`config.mk`:
```
export PLATFORM = sky130hd
export DESIGN_NAME = uwire_host
export DESIGN_NICKNAME = d
export VERILOG_FILES = /design/src/rtl/uwire_host.sv
export SDC_FILE = /design/constraint.sdc
export NUM_CORES = 1
export LEC_CHECK = 0
export ABC_AREA = 1
export BUFFER_PORTS_ARGS = -buffer_cell sky130_fd_sc_hd__clkbuf_2
export CAP_MARGIN = 20
export CORE_MARGIN = 10
export CORE_UTILIZATION = 60
export CTS_CLUSTER_SIZE = 14
export DETAILED_ROUTE_END_ITERATION = 6
export GPL_TIMING_DRIVEN = 0
export HOLD_SLACK_MARGIN = 0.05
export PLACE_DENSITY = 0.82
export SETUP_SLACK_MARGIN = 0.02
export SYNTH_ARGS = -nofsm -noshare
export SYNTH_HDL_FRONTEND = slang
export SYNTH_SLANG_ARGS = --single-unit
```
`constraint.sdc`:
```
create_clock -name clk -period 3.3 [get_ports clk]
set_clock_uncertainty 0.1 [all_clocks]
set_input_delay 0.495 -clock clk [delete_from_list [all_inputs] [get_ports clk]]
set_output_delay 0.495 -clock clk [all_outputs]
set_load 0.01 [all_outputs]
```
`src/rtl/uwire_host.sv`:
```
module uwire_host #(
  parameter int CLK_DIV      = 4,
  parameter int CS_LOW_MIN   = 8,
  parameter int POLL_TIMEOUT = 4096,
  parameter int LEN_W        = 8
) (
  input  logic             clk,
  input  logic             rst_n,
  input  logic             req_valid,
  output logic             req_ready,
  input  logic [1:0]       req_op,
  input  logic [9:0]       req_addr,
  input  logic [15:0]      req_wdata,
  input  logic [LEN_W-1:0] req_len,
  output logic             rsp_valid,
  output logic [15:0]      rsp_data,
  output logic             rsp_last,
  output logic             rsp_err,
  output logic             cs,
  output logic             sk,
  output logic             di,
  input  logic             do_i
);
  localparam int AW    = 10;
  localparam int DW    = 16;
  localparam int FW    = 1 + 2 + AW + DW;
  localparam int NBW   = $clog2(FW + 1);
  localparam int DIVW  = $clog2(CLK_DIV + 1);
  localparam int LOWW  = $clog2(CS_LOW_MIN + 1);
  localparam int TMOW  = $clog2(POLL_TIMEOUT + 1);
  localparam logic [1:0] OP_RD = 2'd0, OP_WR = 2'd1, OP_EN = 2'd2;

  typedef enum logic [2:0] {S_IDLE, S_SEND, S_READ, S_CSLOW, S_POLL} st_t;

  st_t             st;
  logic [DIVW-1:0] div_q;
  logic [FW-1:0]   sh_q;
  logic [NBW-1:0]  nbits_q;
  logic [1:0]      op_q;
  logic [LEN_W-1:0] words_q;
  logic [3:0]      bitc_q;
  logic            dummy_q, done_q;
  logic [14:0]     word_q;
  logic [LOWW-1:0] lowc_q;
  logic [TMOW-1:0] tmo_q;

  wire tick = div_q == DIVW'(CLK_DIV - 1);

  logic [1:0]  f_opc;
  logic [9:0]  f_addr;
  always_comb begin
    f_opc  = 2'b00;
    f_addr = req_addr;
    case (req_op)
      OP_RD:   f_opc = 2'b10;
      OP_WR:   f_opc = 2'b01;
      OP_EN:   f_addr = {2'b11, 8'h00};
      default: f_addr = {2'b00, 8'h00};
    endcase
  end
  wire [FW-1:0] frame = {1'b1, f_opc, f_addr, (req_op == OP_WR) ? req_wdata : 16'h0000};

  assign req_ready = st == S_IDLE;
  assign di        = (st == S_SEND) & sh_q[FW-1];

  always_ff @(posedge clk or negedge rst_n) begin
    if (!rst_n) begin
      st <= S_IDLE;
      div_q <= '0;
      sh_q <= '0;
      nbits_q <= '0;
      op_q <= '0;
      words_q <= '0;
      bitc_q <= '0;
      dummy_q <= 1'b0;
      done_q <= 1'b0;
      word_q <= '0;
      lowc_q <= '0;
      tmo_q <= '0;
      cs <= 1'b0;
      sk <= 1'b0;
      rsp_valid <= 1'b0;
      rsp_data <= '0;
      rsp_last <= 1'b0;
      rsp_err <= 1'b0;
    end else begin
      rsp_valid <= 1'b0;
      rsp_last  <= 1'b0;
      rsp_err   <= 1'b0;
      if (st != S_IDLE) div_q <= tick ? '0 : div_q + 1'b1;
      case (st)
        S_IDLE: if (req_valid) begin
          op_q    <= req_op;
          words_q <= req_len;
          sh_q    <= frame;
          nbits_q <= (req_op == OP_WR) ? NBW'(FW) : NBW'(FW - DW);
          cs      <= 1'b1;
          sk      <= 1'b0;
          div_q   <= '0;
          done_q  <= 1'b0;
          st      <= S_SEND;
        end
        S_SEND: if (tick) begin
          if (!sk) sk <= 1'b1;
          else begin
            sk <= 1'b0;
            if (nbits_q == NBW'(1)) begin
              if (op_q == OP_RD) begin
                bitc_q  <= '0;
                dummy_q <= 1'b1;
                st      <= S_READ;
              end else begin
                cs     <= 1'b0;
                lowc_q <= '0;
                st     <= S_CSLOW;
              end
            end else begin
              sh_q    <= {sh_q[FW-2:0], 1'b0};
              nbits_q <= nbits_q - 1'b1;
            end
          end
        end
        S_READ: if (tick) begin
          if (sk) sk <= 1'b0;
          else if (dummy_q) begin
            dummy_q <= 1'b0;
            sk      <= 1'b1;
          end else begin
            word_q <= {word_q[13:0], do_i};
            if (bitc_q == 4'd15) begin
              bitc_q    <= '0;
              rsp_valid <= 1'b1;
              rsp_data  <= {word_q, do_i};
              rsp_last  <= words_q == '0;
              if (words_q == '0) begin
                done_q <= 1'b1;
                cs     <= 1'b0;
                lowc_q <= '0;
                st     <= S_CSLOW;
              end else begin
                words_q <= words_q - 1'b1;
                sk      <= 1'b1;
              end
            end else begin
              bitc_q <= bitc_q + 1'b1;
              sk     <= 1'b1;
            end
          end
        end
        S_CSLOW: begin
          if (lowc_q == LOWW'(CS_LOW_MIN - 1)) begin
            if (!done_q && op_q == OP_WR) begin
              cs    <= 1'b1;
              tmo_q <= '0;
              st    <= S_POLL;
            end else begin
              if (!done_q) begin
                rsp_valid <= 1'b1;
                rsp_last  <= 1'b1;
              end
              st <= S_IDLE;
            end
          end else lowc_q <= lowc_q + 1'b1;
        end
        S_POLL: begin
          if ((tmo_q != '0 && do_i) || tmo_q == TMOW'(POLL_TIMEOUT)) begin
            rsp_valid <= 1'b1;
            rsp_last  <= 1'b1;
            rsp_err   <= !(tmo_q != '0 && do_i);
            cs        <= 1'b0;
            done_q    <= 1'b1;
            lowc_q    <= '0;
            st        <= S_CSLOW;
          end else tmo_q <= tmo_q + 1'b1;
        end
        default: st <= S_IDLE;
      endcase
    end
  end
endmodule

```
==> results of run 1 <==
power by group through the flow:
stage                     logic [mW]  registers [mW]  clock network, mW
after global routing            3.31            1.95               1.02
after CTS                       2.96            1.91              0.968
after global placement          2.81            1.91                  0
after detailed placement        2.93            1.93                  0
final                           2.95            1.91              0.946
after floorplan                 2.33            1.88                  0
cell type report:
type,instances,area share (%)
clock buffers,10,2.06
clock inverters,6,1.46
well taps,133,2.50
flip-flops and latches,109,40.9
repair buffers,62,4.78
multi-input cells,528,41.1
plain buffers,28,3.19
inverters,70,3.98
cell usage after synthesis, drive strengths merged, types with 3 or more instances:
cell,number,area share [%]
a21oi,4,0.34
o21ai,97,9.0
nor3,3,0.34
xor2,7,1.0
nand4,16,1.8
clkbuf,8,0.53
inv,69,4.4
nor2,75,6.2
o21a,3,0.38
buf,20,3.1
o21bai,3,0.38
ha,9,1.9
nand2,229,16
dfrtp,109,46
a22oi,15,1.9
nand3,53,5.0
kinds of logic after synthesis:
logic type	after synthesis	share of synthesized area, %
flip-flops	109	45.9
AND/OR/NAND/NOR	380	29.8
AO/OA/AOI/OAI	128	12.7
XOR/XNOR	9	1.33
multiplexers	2	0.358
adder cells (fa/ha/maj)	9	1.89
buffers and inverters	98	8.04
registers in the layout, summed over array words and instances, names as in the netlist, 4 cells and up:
name      count
lowc_q        4
nbits_q       5
sh_q         29
rsp_data     16
word_q       15
words_q       8
bitc_q        4
tmo_q        13
cells in the final DEF, fill, tap and decap left out, types with 15 or more instances in the layout:
cell and n:
dfrtp_1 109, nand2_1 209, clkbuf_2 62, nand3_1 48, nor2_1 62, a22oi_1 15, inv_1 61, o21ai_1 19
nand4_1 15, o21ai_0 64
layer usage:
layer	share of wire [%]	GRT usage, %
met5	0	0
met3	5.3	4.92
met2	49	31.2
met4	1.4	5.73
met1	44	24.2
how the worst max path moves through the flow:
| stage | to | slack, ps |
|---|---|---|
| 6_report | di | 900 |
| 5_1_grt | di | 790 |
| 4_1_cts | di | 890 |
| 3_5_place_dp | di | 1330 |
| 3_3_place_gp | word_q[10] | 170 |
| 2_1_floorplan | di | 1540 |
==> impl_metrics.py, run 1 <==
metrics = {
    "run_status": {
        "status": "finished clean",
    },
    "detailed_routing": {
        "firstDrtPassIters": 5,
        "drt-initial-drc-count": 502,
        "via_per_inst": 5.37,
        "num_vias": 5077,
        "ant_nets": 0,
        "drc": 0,
        "wl_per_cell_um": 13.8,
        "wl_um": 13100,
    },
    "worst_setup_path": {
        "r2r_cells": 8,
        "critical_path_buf_inv_count": 3,
        "rr_endpoint": "tmo_q[10]",
        "cp-end-kind": "primary output",
        "worstSetupPathType": "reg2out",
        "path_depth": 6,
        "slowest_stage": "dfrtp_1",
        "required_ps": 2700,
        "cp.arrival_ps": 1800,
        "setup.worst_path.start_class": "flop",
        "cp_top_family": "simple AND/OR/NAND/NOR gates",
        "crit_start": "st[1]",
        "cp_max_fo": 10,
        "cp_cell_sequence": "buf_6, nor2_4, nand2_4, clkbuf_1, nor2_1, clkbuf_2",
        "slowest_delay_ps": 390,
        "regToRegStartpoint": "lowc_q[0]",
        "ff2ff_setup_slack_ps": 1320,
    },
    "layout": {
        "multi_input_area_mm2": 0.00274,
        "fin_util_pct": 68.5,
        "seq_area_mm2": 0.00273,
        "design.final.nets": 857,
        "antenna_cells": 0,
        "fin_cells": 946,
        "fillCellCount": 845,
        "design_area_mm2": 0.00667,
        "drive_above_1_share_pct": 20.0,
        "syn_to_final_growth_pct": 12.1,
    },
    "synthesis": {
        "syn_inst": 735,
        "ys_seq_elements": 109,
        "ys_dominant_reg_cell": "dfrtp_1",
        "ys.warnings.count": 0,
        "synth_edf_count": 0,
        "synth_cell_types": 47,
        "syn_avg_cell_area_um2": 8.09,
        "syn-num-nets": 784,
        "synth-seq-area-share_pct": 45.9,
        "synth_area_mm2": 0.00595,
        "postSynth.asyncResetShare_pct": 100,
    },
    "placed_design": {
        "dp.cells": 930,
        "hpwl_um": 9570,
        "place_area_mm2": 0.00643,
        "pre_cts_ws_ps": 1330,
        "io_buffers": 62,
        "gp_congestion": 0.899,
    },
    "pwr": {
        "peakVddDrop_uv": 549,
        "power_density_mw_per_mm2": 871,
        "swShare_pct": 45.2,
        "clockPowerShare_pct": 16.3,
        "p_sw_mw": 2.62,
        "combPwrFrac_pct": 50.8,
        "p_leak_nw": 3.29,
        "intPower_mw": 3.18,
        "power_mw": 5.81,
        "pwr-share-seq_pct": 32.9,
    },
    "sta": {
        "tightest_slew_ps": 851,
        "period_share_pct": 72.7,
        "drv_slew": 0,
        "maxClockFrequency_mhz": 417,
        "hold_viol_final": 0,
        "setup_tns_ps": 0,
        "setup_viol_count_final": 0,
        "slew_headroom_pct": 43.3,
        "setup_slack_ps": 900,
        "hold_ws_ps": 76.7,
        "rsz0062_at_grt": "no",
        "min_period_ps": 2400,
    },
    "run": {
        "timing.max_cap.violations": 0,
    },
    "global_route": {
        "first_global_vias": 4965,
        "gr-total-overflow": 0,
        "gr-usage-all-layers_pct": 19.0,
        "grt_max_degree": 110,
        "grt_pass1_wl_um": 23100,
        "antenna_found_initial": 0,
    },
    "clocking": {
        "cts_buffers": 9,
        "cts_buffer_depth": 2,
        "cts_tree": "built",
        "clock_sinks": 109,
        "postCtsSetupRepairBufs": 0,
        "h-tree-depth": 3,
        "clock_latency_ps": 390,
        "cts_root_buf": "clkbuf_8",
        "path_clk_slew_ps": 100,
        "holdBufCountCts": 0,
        "post_cts_resized": 0,
    },
    "floorplanning": {
        "start_util_pct": 61.1,
        "coreArea_mm2": 0.00973,
        "io_pins": 63,
        "fp.dieH_um": 120,
        "die-area_mm2": 0.0143,
        "num_rows": 36,
        "die_x_um": 120,
    },
    "hold_path": {
        "min_path_type": "in2async",
    },
}
(Power assumes the default switching activity.)
==> run 2, diff against run 1 <==
Settings changed: ABC_AREA 1 to 0, CORE_UTILIZATION 60 to 53, PLACE_DENSITY 0.82 to 0.77.
Clock period 3.3 ns to 2 ns, I/O delays scaled along.
==> impl_metrics.py, run 2 <==
metrics = {
    "detailed_routing": {
        "via_per_inst": 5.92,
        "drt-initial-drc-count": 508,
        "drc": 0,
        "wl_per_cell_um": 18.0,
        "wl_um": 15000,
        "ant_nets": 0,
        "num_vias": 4946,
        "firstDrtPassIters": 5,
    },
    "worst_setup_path": {
        "cp_top_family": "simple AND/OR/NAND/NOR gates",
        "slowest_stage": "a2111oi_0",
        "cp-end-kind": "flop",
        "slowest_delay_ps": 500,
        "setup.worst_path.start_class": "flop",
        "critical_path_buf_inv_count": 2,
        "cp_max_fo": 6,
        "cp_cell_sequence": "inv_2, ha_4, nor4bb_4, and4b_2, nor3_4, buf_4, a2111oi_0, a21oi_1",
        "worstSetupPathType": "reg2reg",
        "required_ps": 2130,
        "cp.arrival_ps": 2410,
    },
    "hold_path": {
        "min_path_type": "in2reg",
    },
    "synthesis": {
        "synth_most_common_cell": "dfrtp_1",
        "syn_avg_cell_area_um2": 9.54,
        "ys_seq_elements": 109,
        "ys_dominant_reg_cell": "dfrtp_1",
        "ys.warnings.count": 0,
        "synth_top_area_share_pct": 50.0,
        "synth_cell_types": 65,
        "synth_edf_count": 0,
        "postSynth.asyncResetShare_pct": 100,
        "synth-seq-area-share_pct": 50.0,
        "synthTopCellsByCount": "dfrtp_1, nand2_1, o21ai_0, nor2_1, a21oi_1",
        "syn_inst": 572,
        "yosys-top-cells-area": "dfrtp_1, nand2_1, o21ai_0, mux2_2, a22oi_1",
        "syn-num-nets": 621,
        "synth_top_area_cell": "dfrtp_1",
        "synth_area_mm2": 0.00546,
    },
    "sta": {
        "min_period_ps": 2280,
        "setup_viol_count_final": 19,
        "tightest_slew_ps": 832,
        "rsz0062_at_grt": "yes",
        "setup_slack_ps": -275,
        "maxClockFrequency_mhz": 439,
        "hold_viol_final": 0,
        "period_share_pct": 114,
        "slew_headroom_pct": 44.5,
        "drv_slew": 0,
    },
    "global_route": {
        "gr-total-overflow": 0,
        "first_global_vias": 4816,
        "gr-usage-all-layers_pct": 18.0,
        "grt_max_degree": 110,
        "grt_pass1_wl_um": 22400,
        "antenna_found_initial": 0,
    },
    "pwr": {
        "swShare_pct": 39.6,
        "pwr-share-seq_pct": 38.4,
        "intPower_mw": 5.34,
        "clockPowerShare_pct": 14.9,
        "power_density_mw_per_mm2": 1240,
        "peakVddDrop_uv": 792,
        "combPwrFrac_pct": 46.6,
        "p_leak_nw": 3.28,
        "p_sw_mw": 3.50,
    },
    "layout": {
        "fin_cells": 835,
        "design.final.nets": 746,
        "syn_to_final_growth_pct": 30.4,
        "layout_common_cells": "dfrtp_1, nand2_1, clkbuf_2, buf_4, o21ai_0",
        "largest_reg_flops": 29,
        "reg_top3": "sh_q (29), rsp_data (16), word_q (15)",
        "largest_register": "sh_q",
        "final_common_cell": "dfrtp_1",
        "drive_above_1_share_pct": 35.8,
        "antenna_cells": 0,
        "fillCellCount": 695,
    },
    "floorplanning": {
        "io_pins": 63,
        "start_util_pct": 55.1,
        "die-area_mm2": 0.0148,
        "fp.dieH_um": 121,
        "die_x_um": 121,
        "coreArea_mm2": 0.00991,
        "num_rows": 36,
    },
    "placed_design": {
        "gp_congestion": 0.877,
        "hpwl_um": 8810,
        "pre_cts_ws_ps": -533,
        "io_buffers": 62,
        "dp.cells": 767,
    },
    "run_status": {
        "violations": "setup timing",
        "status": "finished with violations",
    },
    "clocking": {
        "cts_tree": "built",
        "cts_buffers": 9,
        "cts_root_buf": "clkbuf_8",
        "path_clk_slew_ps": 100,
        "cts_buffer_depth": 2,
        "h-tree-depth": 3,
        "clock_latency_ps": 370,
        "clock_sinks": 109,
    },
    "run": {
        "timing.max_cap.violations": 0,
    },
}
run 2: kinds of logic (layout without fill, tap and decap cells):
logic type | count (synthesis) | in the layout | synth area share [%]
XOR/XNOR | 10 | 10 | 1.61
AND/OR/NAND/NOR | 231 | 231 | 22.0
buffers and inverters | 48 | 178 | 3.55
AO/OA/AOI/OAI | 148 | 148 | 17.3
flip-flops | 109 | 109 | 50.0
adder cells (fa/ha/maj) | 9 | 9 | 2.06
multiplexers | 17 | 17 | 3.49
run 2: through the flow:
stage | hold WS [ps] | cell area, um2 | total power [mW] | util (%) | TNS [ps]
after floorplan | -95.6 | 5500 | 5.30 | - | -124
after global placement | 351 | 5980 | 5.92 | 60.3 | -123410
after detailed placement | 357 | 5990 | 6.07 | 60.4 | -25950
after CTS | 57.7 | 6720 | 8.09 | 67.8 | -329
after global routing | 73.1 | 7120 | 9.38 | 71.8 | -4770
final | 63.5 | 7120 | 8.84 | 71.8 | -2340
run 2: worst paths after layout:
check	from	endpoint	slack [ps]	cells past startpoint
max	tmo_q[0]	st[0]	-280	8
min	req_wdata[0]	sh_q[0]	60	3
max reg2reg	tmo_q[0]	st[0]	-280	8
min reg2reg	rsp_data[9]	rsp_data[9]	380	2
max in group asynchronous	rst_n	tmo_q[9]	690	2
min in group asynchronous	rst_n	words_q[3]	490	2
run 2: power by group through the flow:
stage	clock, mW	combinational [mW]	sequential (mW)
floorplan	0	2.09	3.20
global placement	0	2.63	3.29
detailed placement	0	2.75	3.32
CTS	1.34	3.42	3.34
global route	1.44	4.47	3.46
finish	1.32	4.12	3.40
run 2: cell type report:
type	count	area [um2]	share of cell area, %
Sequential cell	109	2730	38.4
Timing Repair Buffer	121	786	11.0
Buffer	27	249	3.50
Clock inverter	5	60.1	0.844
Tap cell	133	166	2.34
Clock buffer	11	131	1.85
Multi-Input combinational cell	415	2940	41.3
Inverter	14	52.6	0.739
run 2: what timing repair did:
| item | 4_1_cts | 5_1_grt |
|---|---|---|
| setup buffers | 30 | 25 |
| gates resized for setup | 81 | 74 |
| hold buffers | 2 | 0 |
| pin swaps | 21 | 18 |
| cloned | 1 | 1 |
| setup endpoints to repair | 101 | 82 |
| hold endpoints to repair | 110 | 0 |
run 2: layer usage:
metal / up-vias / track usage (%) / part of all wire, %
li1: 2302 / - / -
met1: 2407 / 22.4 / 42
met2: 193 / 30.4 / 50
met3: 44 / 4.61 / 6.4
met4: 0 / 4.69 / 2.5
met5: - / 0 / 0
run 2: worst register-to-register path, stage by stage (launching register included):
cell and delay [ps]:
dfrtp_1 410, inv_2 80, ha_4 140, nor4bb_4 230
and4b_2 340, nor3_4 80, buf_4 130, a2111oi_0 500
a21oi_1 120
